--- config.mk ---
export PLATFORM = sky130hd
export DESIGN_NAME = laneDelayCal
export DESIGN_NICKNAME = d
export VERILOG_FILES = /design/src/rtl/calib_pkg.sv /design/src/rtl/calCtrl.sv /design/src/rtl/calDatapath.sv /design/src/rtl/laneDelayCal.sv
export SDC_FILE = /design/constraint.sdc
export NUM_CORES = 1
export LEC_CHECK = 0
export BUFFER_PORTS_ARGS = -buffer_cell sky130_fd_sc_hd__buf_2
export CAP_MARGIN = 20
export CORE_ASPECT_RATIO = 0.6
export CORE_MARGIN = 2
export CORE_UTILIZATION = 50
export CTS_BUF_LIST = sky130_fd_sc_hd__clkbuf_4
export CTS_CLUSTER_DIAMETER = 50
export DETAILED_ROUTE_END_ITERATION = 16
export GPL_ROUTABILITY_DRIVEN = 0
export PLACE_DENSITY_LB_ADDON = 0.08
export SYNTH_ARGS = -nofsm -noshare
export SYNTH_HDL_FRONTEND = slang
export SYNTH_HIERARCHICAL = 1
export SYNTH_SLANG_ARGS = --single-unit
--- constraint.sdc ---
create_clock -name clk -period 8.07 [get_ports clk]
set_clock_uncertainty 0.1 [all_clocks]
set_input_delay 2.421 -clock clk [delete_from_list [all_inputs] [get_ports clk]]
set_output_delay 2.421 -clock clk [all_outputs]
set_load 0.01 [all_outputs]
--- src/rtl/calib_pkg.sv ---
package calib_pkg;

  typedef enum logic [2:0] {
    CAL_IDLE,
    CAL_SETTLE,
    CAL_KICK,
    CAL_MEASURE,
    CAL_JUDGE,
    CAL_FINISH
  } calState_e;

  typedef enum logic [1:0] {
    PH_HUNT,
    PH_GAP,
    PH_CMP,
    PH_FIN
  } lanePhase_e;

  // strobes from the sequencer to the per-lane datapath
  typedef struct packed {
    logic clrAll;    // new sweep: forget all results
    logic startTap;  // training restarted: lanes re-arm their comparators
    logic judge;     // measurement over: fold pass/fail into run tracker
    logic finish;    // sweep over: pick centre tap
  } calStrobe_t;

endpackage

--- src/rtl/calCtrl.sv ---
module calCtrl
  import calib_pkg::*;
#(
  parameter int TAP_W      = 5,
  parameter int SETTLE_CYC = 8,
  parameter int MEAS_LIMIT = 294
) (
  input  logic             clk,
  input  logic             rstN,
  input  logic             start,
  input  logic             allMeasDone,
  output calStrobe_t       strobe,
  output logic [TAP_W-1:0] sweepTap,
  output logic             busy,
  output logic             senderReset
);

  localparam int CNT_MAX = (MEAS_LIMIT > SETTLE_CYC) ? MEAS_LIMIT : SETTLE_CYC;
  localparam int CNT_W   = $clog2(CNT_MAX + 1);
  localparam logic [TAP_W-1:0] TAP_LAST = '1;

  calState_e        state;
  logic [CNT_W-1:0] cnt;

  always_ff @(posedge clk or negedge rstN) begin
    if (!rstN) begin
      state    <= CAL_IDLE;
      cnt      <= '0;
      sweepTap <= '0;
    end else begin
      unique case (state)
        CAL_IDLE: begin
          if (start) begin
            state    <= CAL_SETTLE;
            sweepTap <= '0;
            cnt      <= '0;
          end
        end
        CAL_SETTLE: begin
          if (cnt == CNT_W'(SETTLE_CYC - 1)) begin
            state <= CAL_KICK;
            cnt   <= '0;
          end else begin
            cnt <= cnt + 1'b1;
          end
        end
        CAL_KICK: begin
          state <= CAL_MEASURE;
          cnt   <= '0;
        end
        CAL_MEASURE: begin
          if (allMeasDone || cnt == CNT_W'(MEAS_LIMIT - 1)) begin
            state <= CAL_JUDGE;
          end else begin
            cnt <= cnt + 1'b1;
          end
        end
        CAL_JUDGE: begin
          cnt <= '0;
          if (sweepTap == TAP_LAST) begin
            state <= CAL_FINISH;
          end else begin
            sweepTap <= sweepTap + 1'b1;
            state    <= CAL_SETTLE;
          end
        end
        CAL_FINISH: state <= CAL_IDLE;
        default:    state <= CAL_IDLE;
      endcase
    end
  end

  always_comb begin
    strobe.clrAll   = (state == CAL_IDLE) && start;
    strobe.startTap = (state == CAL_KICK);
    strobe.judge    = (state == CAL_JUDGE);
    strobe.finish   = (state == CAL_FINISH);
    busy            = (state != CAL_IDLE);
    senderReset     = (state == CAL_KICK);
  end

endmodule

--- src/rtl/calDatapath.sv ---
module calDatapath
  import calib_pkg::*;
#(
  parameter int                  LANES    = 4,
  parameter int                  TAP_W    = 5,
  parameter int                  SAMPLES  = 256,
  parameter int                  SYNC_GAP = 4,
  parameter int                  PAT_LEN  = 8,
  parameter logic [PAT_LEN-1:0]  PATTERN  = 8'hB4
) (
  input  logic                   clk,
  input  logic                   rstN,
  input  calStrobe_t             strobe,
  input  logic [TAP_W-1:0]       sweepTap,
  input  logic                   busy,
  input  logic [LANES-1:0]       laneBits,
  output logic [LANES*TAP_W-1:0] tapOut,
  output logic [LANES-1:0]       laneDone,
  output logic [LANES-1:0]       laneFail,
  output logic                   allMeasDone
);

  localparam int GAP_W = $clog2(SYNC_GAP + 1);
  localparam int SMP_W = $clog2(SAMPLES + 1);
  localparam int PI_W  = (PAT_LEN > 1) ? $clog2(PAT_LEN) : 1;
  localparam int LEN_W = TAP_W + 1;

  logic [LANES-1:0] measDone;
  assign allMeasDone = &measDone;

  for (genvar g = 0; g < LANES; g++) begin : gLane
    lanePhase_e       phase;
    logic [GAP_W-1:0] gapCnt;
    logic [SMP_W-1:0] smpCnt;
    logic [PI_W-1:0]  patIdx;
    logic             errSeen;
    logic             doneL;
    logic             okL;
    logic             failL;
    logic [TAP_W-1:0] curStart, bestStart, chosen, runStart;
    logic [LEN_W-1:0] curLen, bestLen, runLen, centre;
    logic             tapPass;
    logic             bitIn;

    assign bitIn = laneBits[g];

    // training-sequence comparator
    always_ff @(posedge clk or negedge rstN) begin
      if (!rstN) begin
        phase   <= PH_FIN;
        gapCnt  <= '0;
        smpCnt  <= '0;
        patIdx  <= '0;
        errSeen <= 1'b0;
        doneL   <= 1'b0;
      end else if (strobe.startTap) begin
        phase   <= PH_HUNT;
        gapCnt  <= '0;
        smpCnt  <= '0;
        patIdx  <= '0;
        errSeen <= 1'b0;
        doneL   <= 1'b0;
      end else begin
        unique case (phase)
          PH_HUNT: begin
            if (bitIn) begin
              phase  <= PH_GAP;
              gapCnt <= '0;
            end
          end
          PH_GAP: begin
            if (bitIn) errSeen <= 1'b1;
            if (gapCnt == GAP_W'(SYNC_GAP - 1)) begin
              phase  <= PH_CMP;
              patIdx <= '0;
              smpCnt <= '0;
            end else begin
              gapCnt <= gapCnt + 1'b1;
            end
          end
          PH_CMP: begin
            if (bitIn != PATTERN[patIdx]) errSeen <= 1'b1;
            patIdx <= (patIdx == PI_W'(PAT_LEN - 1)) ? '0 : patIdx + 1'b1;
            if (smpCnt == SMP_W'(SAMPLES - 1)) begin
              phase <= PH_FIN;
              doneL <= 1'b1;
            end else begin
              smpCnt <= smpCnt + 1'b1;
            end
          end
          default: ;
        endcase
      end
    end

    assign measDone[g] = doneL;

    always_comb begin
      tapPass  = doneL && !errSeen;
      runLen   = curLen + 1'b1;
      runStart = (curLen == '0) ? sweepTap : curStart;
      centre   = {1'b0, bestStart} + ((bestLen - 1'b1) >> 1);
    end

    // longest-run tracker and centre selection
    always_ff @(posedge clk or negedge rstN) begin
      if (!rstN) begin
        curStart  <= '0;
        curLen    <= '0;
        bestStart <= '0;
        bestLen   <= '0;
        chosen    <= '0;
        okL       <= 1'b0;
        failL     <= 1'b0;
      end else if (strobe.clrAll) begin
        curStart  <= '0;
        curLen    <= '0;
        bestStart <= '0;
        bestLen   <= '0;
        chosen    <= '0;
        okL       <= 1'b0;
        failL     <= 1'b0;
      end else if (strobe.judge) begin
        if (tapPass) begin
          curLen   <= runLen;
          curStart <= runStart;
          if (runLen > bestLen) begin
            bestLen   <= runLen;
            bestStart <= runStart;
          end
        end else begin
          curLen <= '0;
        end
      end else if (strobe.finish) begin
        if (bestLen == '0) begin
          chosen <= '0;
          failL  <= 1'b1;
          okL    <= 1'b0;
        end else begin
          chosen <= centre[TAP_W-1:0];
          okL    <= 1'b1;
          failL  <= 1'b0;
        end
      end
    end

    assign tapOut[g*TAP_W +: TAP_W] = busy ? sweepTap : chosen;
    assign laneDone[g] = okL;
    assign laneFail[g] = failL;
  end

endmodule

--- src/rtl/laneDelayCal.sv ---
module laneDelayCal
  import calib_pkg::*;
#(
  parameter int                 LANES      = 4,
  parameter int                 TAP_W      = 5,
  parameter int                 SAMPLES    = 256,
  parameter int                 SETTLE_CYC = 8,
  parameter int                 SYNC_GAP   = 4,
  parameter int                 PAT_LEN    = 8,
  parameter logic [PAT_LEN-1:0] PATTERN    = 8'hB4,
  parameter int                 HUNT_MAX   = 32
) (
  input  logic                   clk,
  input  logic                   rstN,
  input  logic                   start,
  input  logic [LANES-1:0]       laneBits,
  output logic                   busy,
  output logic                   senderReset,
  output logic [LANES*TAP_W-1:0] tapOut,
  output logic [LANES-1:0]       laneDone,
  output logic [LANES-1:0]       laneFail
);

  localparam int MEAS_LIMIT = HUNT_MAX + SYNC_GAP + SAMPLES + 2;

  calStrobe_t       strobe;
  logic [TAP_W-1:0] sweepTap;
  logic             allMeasDone;

  calCtrl #(
    .TAP_W(TAP_W), .SETTLE_CYC(SETTLE_CYC), .MEAS_LIMIT(MEAS_LIMIT)
  ) uCtrl (
    .clk(clk), .rstN(rstN), .start(start), .allMeasDone(allMeasDone),
    .strobe(strobe), .sweepTap(sweepTap), .busy(busy), .senderReset(senderReset)
  );

  calDatapath #(
    .LANES(LANES), .TAP_W(TAP_W), .SAMPLES(SAMPLES), .SYNC_GAP(SYNC_GAP),
    .PAT_LEN(PAT_LEN), .PATTERN(PATTERN)
  ) uPath (
    .clk(clk), .rstN(rstN), .strobe(strobe), .sweepTap(sweepTap), .busy(busy),
    .laneBits(laneBits), .tapOut(tapOut), .laneDone(laneDone),
    .laneFail(laneFail), .allMeasDone(allMeasDone)
  );

endmodule

After elaboration in Yosys (flattened, before gate mapping):

Memory sizes are Yosys's and may differ from the RTL's.
Index checks and enable logic that the tools add are counted.

* add/subtract/negate cells: 26
* $lt $le $gt $ge: 8
* eq/ne operators: 66
* muxes and demuxes: 224
* reduce and logical (&&, ||, !) cells: 94

Operators with widths (count)
* 2-to-1 mux 5 bit: 54
* 2-to-1 mux 6 bit: 28
* 2-to-1 mux 9 bit: 15
* 2-to-1 mux 3 bit: 28
* one-hot mux 9 bit (2 select lines): 4
* 2-to-1 mux 1 bit: 60
* AND reduction 3 bit: 19
* zero test 6 bit: 8
* != test 3 bit, second input constant: 16
* one-hot mux 3 bit (2 select lines): 8
* adder 9 x 1 -> 9 bit, second input constant: 5
* nonzero test 2 bit: 19
* equality test 9 x 8 -> 1 bit, second input constant: 4
* != test 3 x 2 -> 1 bit, second input constant: 12
* one-hot mux 9 bit (4 select lines): 1
* 2-to-1 mux 2 bit: 16
* nonzero test 3 bit: 9
* AND reduction 2 bit: 13
* adder 3 x 1 -> 3 bit, second input constant: 8
* adder 6 x 1 -> 6 bit, second input constant: 4
* > comparator 6 bit: 4
* one-hot mux 2 bit (3 select lines): 4
* subtractor 6 x 1 -> 6 bit, second input constant: 4
* adder 5 bit: 4
* 24 further kinds: 71

* register bits after elaboration: 209
* bits in read-only memories: 32
* output and inout bits: 30
* memories: 4

Memory list
* (no name shown): depth 8, width 1, read ports 1, clocked after memory_dff 0, write ports 0, line calDatapath.sv:82 `if (bitIn != PATTERN[patIdx]) errSeen <= 1'b1;`
* (no name shown): depth 8, width 1, read ports 1, clocked after memory_dff 0, write ports 0, line calDatapath.sv:82
* (no name shown): depth 8, width 1, read ports 1, clocked after memory_dff 0, write ports 0, line calDatapath.sv:82
* (no name shown): depth 8, width 1, read ports 1, clocked after memory_dff 0, write ports 0, line calDatapath.sv:82

Longest topological paths before layout:

* word-level depth: 6
* mapped depth: 10

Modules after synthesis:

Netlist, hierarchy kept.

By module, submodules not included
* calDatapath: instances 1, cells an instance 1286, area an instance 11918.9 um2, sequential area each 4814.6 um2
* calCtrl: instances 1, cells an instance 109, area an instance 1087.3 um2, sequential area each 425.4 um2

Least setup slack after synthesis:

OpenSTA, ideal clock, no wires.

* kind: input to register
* start: input port start
* end: register uPath.gLane[3].bestLen[0]
* library setup time: 125 ps
* data arrival time: 3850 ps
* setup slack: 3996 ps
* stages on the path: 7
* buffers on the path: 2
* cell sequence: and2_1 -> buf_6 -> or2_2 -> buf_2 -> nand3_1 -> a311oi_4 -> mux2_2

* word-level cells in the longest chain between the ends: 3

RTL lines
* start, declared: line laneDelayCal.sv:15 `input logic start,`
* logical AND 1 bit (*): line calCtrl.sv:74 `strobe.clrAll = (state == CAL_IDLE) && start;`
* nonzero test 2 bit (no source line)
* AND reduction 3 bit (no source line)
* end signal, assigned: line calDatapath.sv:128 `bestLen <= runLen;`
* end, declared: line calDatapath.sv:41 `logic [LEN_W-1:0] curLen, bestLen, runLen, centre;`

Every way passes the cells marked *; elsewhere a longest branch is shown, timed or not.
A chain may end at the register's enable or synchronous reset.

Worst setup path in the final report:

* start: register uCtrl.state[1]
* end: output port tapOut[9]

* word-level cells in the longest chain between the ends: 2

RTL lines
* start, declared: line calCtrl.sv:22 `calState_e state;`
* start signal, assigned: line calCtrl.sv:27 `state <= CAL_IDLE;`
* start signal, assigned: line calCtrl.sv:34 `state <= CAL_SETTLE;`
* start signal, assigned: line calCtrl.sv:41 `state <= CAL_KICK;`
* nonzero test 3 bit: line calCtrl.sv:78 `busy = (state != CAL_IDLE);`
* 2-to-1 mux 5 bit: line calDatapath.sv:147 `assign tapOut[g*TAP_W +: TAP_W] = busy ? sweepTap : chosen;`
* end, declared: line laneDelayCal.sv:19 `output logic [LANES*TAP_W-1:0] tapOut,`

No other way between the ends.

==> flow_metrics.tcl <==
set metrics [dict create \
    die_y_microns 129 \
    drc 0 \
    fin_crit_sh_pct 63.3 \
    irDropWorstVdd_mv 0.105 \
    ctsHoldBuffers 0 \
    dp_hpwl_microns 21000 \
    clkTransAtPathRegs_ns 0.06 \
    synth_top_area_share_pct 38.7 \
    grt-ovfl-total 0 \
    ys_types 84 \
    max_cap_violations 0 \
    avgViaCountPerCell 5.51 \
    yosys_warnings 6 \
    netlist_area_sq_um 13000 \
    rsz0062_at_grt "false" \
    coreArea_sq_um 25400 \
    synthFlopType "dfrtp_1" \
    setup_violations 0 \
    syn_avg_cell_area_sq_um 9.32 \
    required_ns 5.55 \
    slew_viol_final 0 \
    crit_type "reg2out" \
    ant_nets 0 \
    row_count 45 \
    status "finished clean" \
    cts_sinks 209 \
    period_minus_slack_ns 5.11 \
    clock_latency_ns 0.72 \
    clockBufferDepth 3 \
    h-tree-depth 2 \
    drt-wirelength-per-cell_microns 16.4 \
    antenna_found_initial 1 \
    synth-edff-count 0 \
    die-area_sq_um 27400 \
    end_kind "primary output" \
    fin_nets 1557 \
    start_util_pct 51.2 \
    hp-class "reg2reg" \
    area_growth_pct 8.51 \
    worst_slew_margin_rel_pct 35.6 \
    netlist_instances 1395 \
    worstPathArrival_ns 2.59 \
    first_pass_iters 5 \
    cts_root_buf "clkbuf_4" \
    drive_gt1_share_pct 14.6 \
    yosys-top-cells-area "dfrtp_1 (39%), ha_1 (10%), o21ai_0 (4.8%)" \
    via_count 10091 \
    die_w_microns 212 \
    max_freq_mhz 196 \
    cts_tree "built" \
    fillers 2334 \
    yosysSeqAreaShare_pct 40.3 \
    power.density_nw_per_um2 196 \
    worst_pin_slew_ns 0.953 \
    cts_buffers 55 \
    grt_pass1_vias 9545 \
    tns_ns 0 \
    wl_microns 29900 \
    path_max_fanout 27 \
    dr.first_iter.drc_count 947 \
    numPortBuffers 36 \
    grt_max_degree 85 \
    async_flop_share_pct 100 \
    syn-num-nets 1511 \
    start_kind "flop" \
    total_power_uw 2760 \
    num_io_pins 37 \
    ys_seq_elements 209 \
    p_leak_uw 0.00662 \
    cts_resized 0 \
    final_util_pct 55.6 \
    finalHoldViolCount 0 \
    yosys.area.top_type "dfrtp_1" \
    cts_setup_buffers 0 \
    track_usage_pct 22.7 \
    grt_pass1_wl_microns 49600 \
]
## cells in the final DEF (no fill, tap or decap), types with 6 or more instances in the layout
cell       synthesis  layout
dfrtp_1          201     201
nand2_1          139     139
o21ai_0          125     125
inv_1            119     119
ha_1             105     105
nor2_1            88      88
clkbuf_4           0      77
a21oi_1           54      53
nand3_1           53      53
mux2i_1           37      37
nor2b_1           36      36
buf_2             11      35
mux2_2            32      32
xor2_1            28      28
nand2b_1          26      26
nor3_1            22      22
and3_1            21      21
a22o_1            18      18
or2_2             15      15
o31ai_1           12      12
xnor2_1           12      12
clkinv_1           0      11
buf_4             12      11
a21o_1            11      11
o21a_1            11      11
nor4_1            10      10
a31oi_1            9       9
or3_1              8       8
dfstp_2            8       8
nand4_1            7       7
o2bb2ai_1          7       7
o211ai_1           7       7
and4_1             6       6
## logic make-up after synthesis
kind of cell	Yosys count	share of synthesized area (%)
buffers and inverters	178	5.67
and+or+nand+nor	474	19.0
xor gates and xnor gates	40	2.69
muxes	69	5.62
adders and majority gates	109	10.7
DFF	209	40.3
AOI/OAI and AO/OA	316	16.0
## final timing paths
| kind | start | end | slack [ns] | cells after the start |
|---|---|---|---|---|
| worst max-delay path | uCtrl/state[1] | tapOut[9] | 2.96 | 5 |
| worst min-delay path | uPath/gLane[0].gapCnt[2] | uPath/gLane[0].gapCnt[2] | 0.37 | 2 |
| worst max register to register | uCtrl/state[1] | uPath/gLane[3].bestLen[4] | 4.70 | 6 |
| worst min register to register | uPath/gLane[0].gapCnt[2] | uPath/gLane[0].gapCnt[2] | 0.37 | 2 |
| max in group asynchronous | rstN | uPath/gLane[1].curLen[3] | 4.93 | 2 |
| min in group asynchronous | rstN | uPath/gLane[0].smpCnt[3] | 1.60 | 1 |
## synth_stat cells, types with 15 or more instances
cell	number
a22o_1	18
nand2b_1	26
nand3_1	53
nor3_1	22
or2_2	15
clkbuf_1	28
nor2b_1	36
nand2_1	139
a21oi_1	54
mux2_2	32
dfrtp_1	201
o21ai_0	125
ha_1	105
mux2i_1	37
inv_1	119
and3_1	21
xor2_1	28
nor2_1	88
## registers in the layout, summed over array words and instances, names as in the netlist, 5 cells and up
register / cells
uCtrl/cnt: 9
uCtrl/sweepTap: 5
uPath/gLane.bestLen: 24
uPath/gLane.bestStart: 20
uPath/gLane.chosen: 20
uPath/gLane.curLen: 24
uPath/gLane.curStart: 20
uPath/gLane.gapCnt: 12
uPath/gLane.patIdx: 12
uPath/gLane.phase: 8
uPath/gLane.smpCnt: 36
## cell type report
class	count	area (sq um)	area share, %
multi-input combinational	1008	7040	49.9
timing repair buffer	47	273	1.93
inverter	120	450	3.19
antenna	1	2.50	0.0177
clock buffer	77	578	4.10
sequential	209	5240	37.1
clock inverter	16	90.1	0.638
tap	352	440	3.12
## where the power goes
| group | internal, uW | switching, uW |
|---|---|---|
| Sequential | 1140 | 58.1 |
| Combinational | 251 | 394 |
| Clock | 468 | 450 |
| Total | 1860 | 902 |
## through the flow
step	setup slack, ns	instance area, sq um	hold slack (ns)	cells
3_5_place_dp	3.19	13400	0.367	1736
2_1_floorplan	4.00	13000	0.347	1395
5_1_grt	2.79	14100	0.406	1830
3_3_place_gp	3.28	13400	0.359	1736
4_1_cts	2.94	14100	0.385	1829
6_report	2.96	14100	0.374	1830
## metal layers
layer	track usage [%]	part of all wire, %	vias to the layer above
met3	4.22	4.9	50
met4	6.05	1.5	0
li1	-	-	5026
met1	36.7	55	4804
met5	0	0	-
met2	30.3	38	211
## critical path, stage by stage, from the launching register on
cell and delay, ns:
dfrtp_1 0.77, nor3_1 0.17, inv_2 0.39, nand2_1 0.23, o21ai_0 0.15, buf_2 0.17
Power figures use the tool's default switching activity.
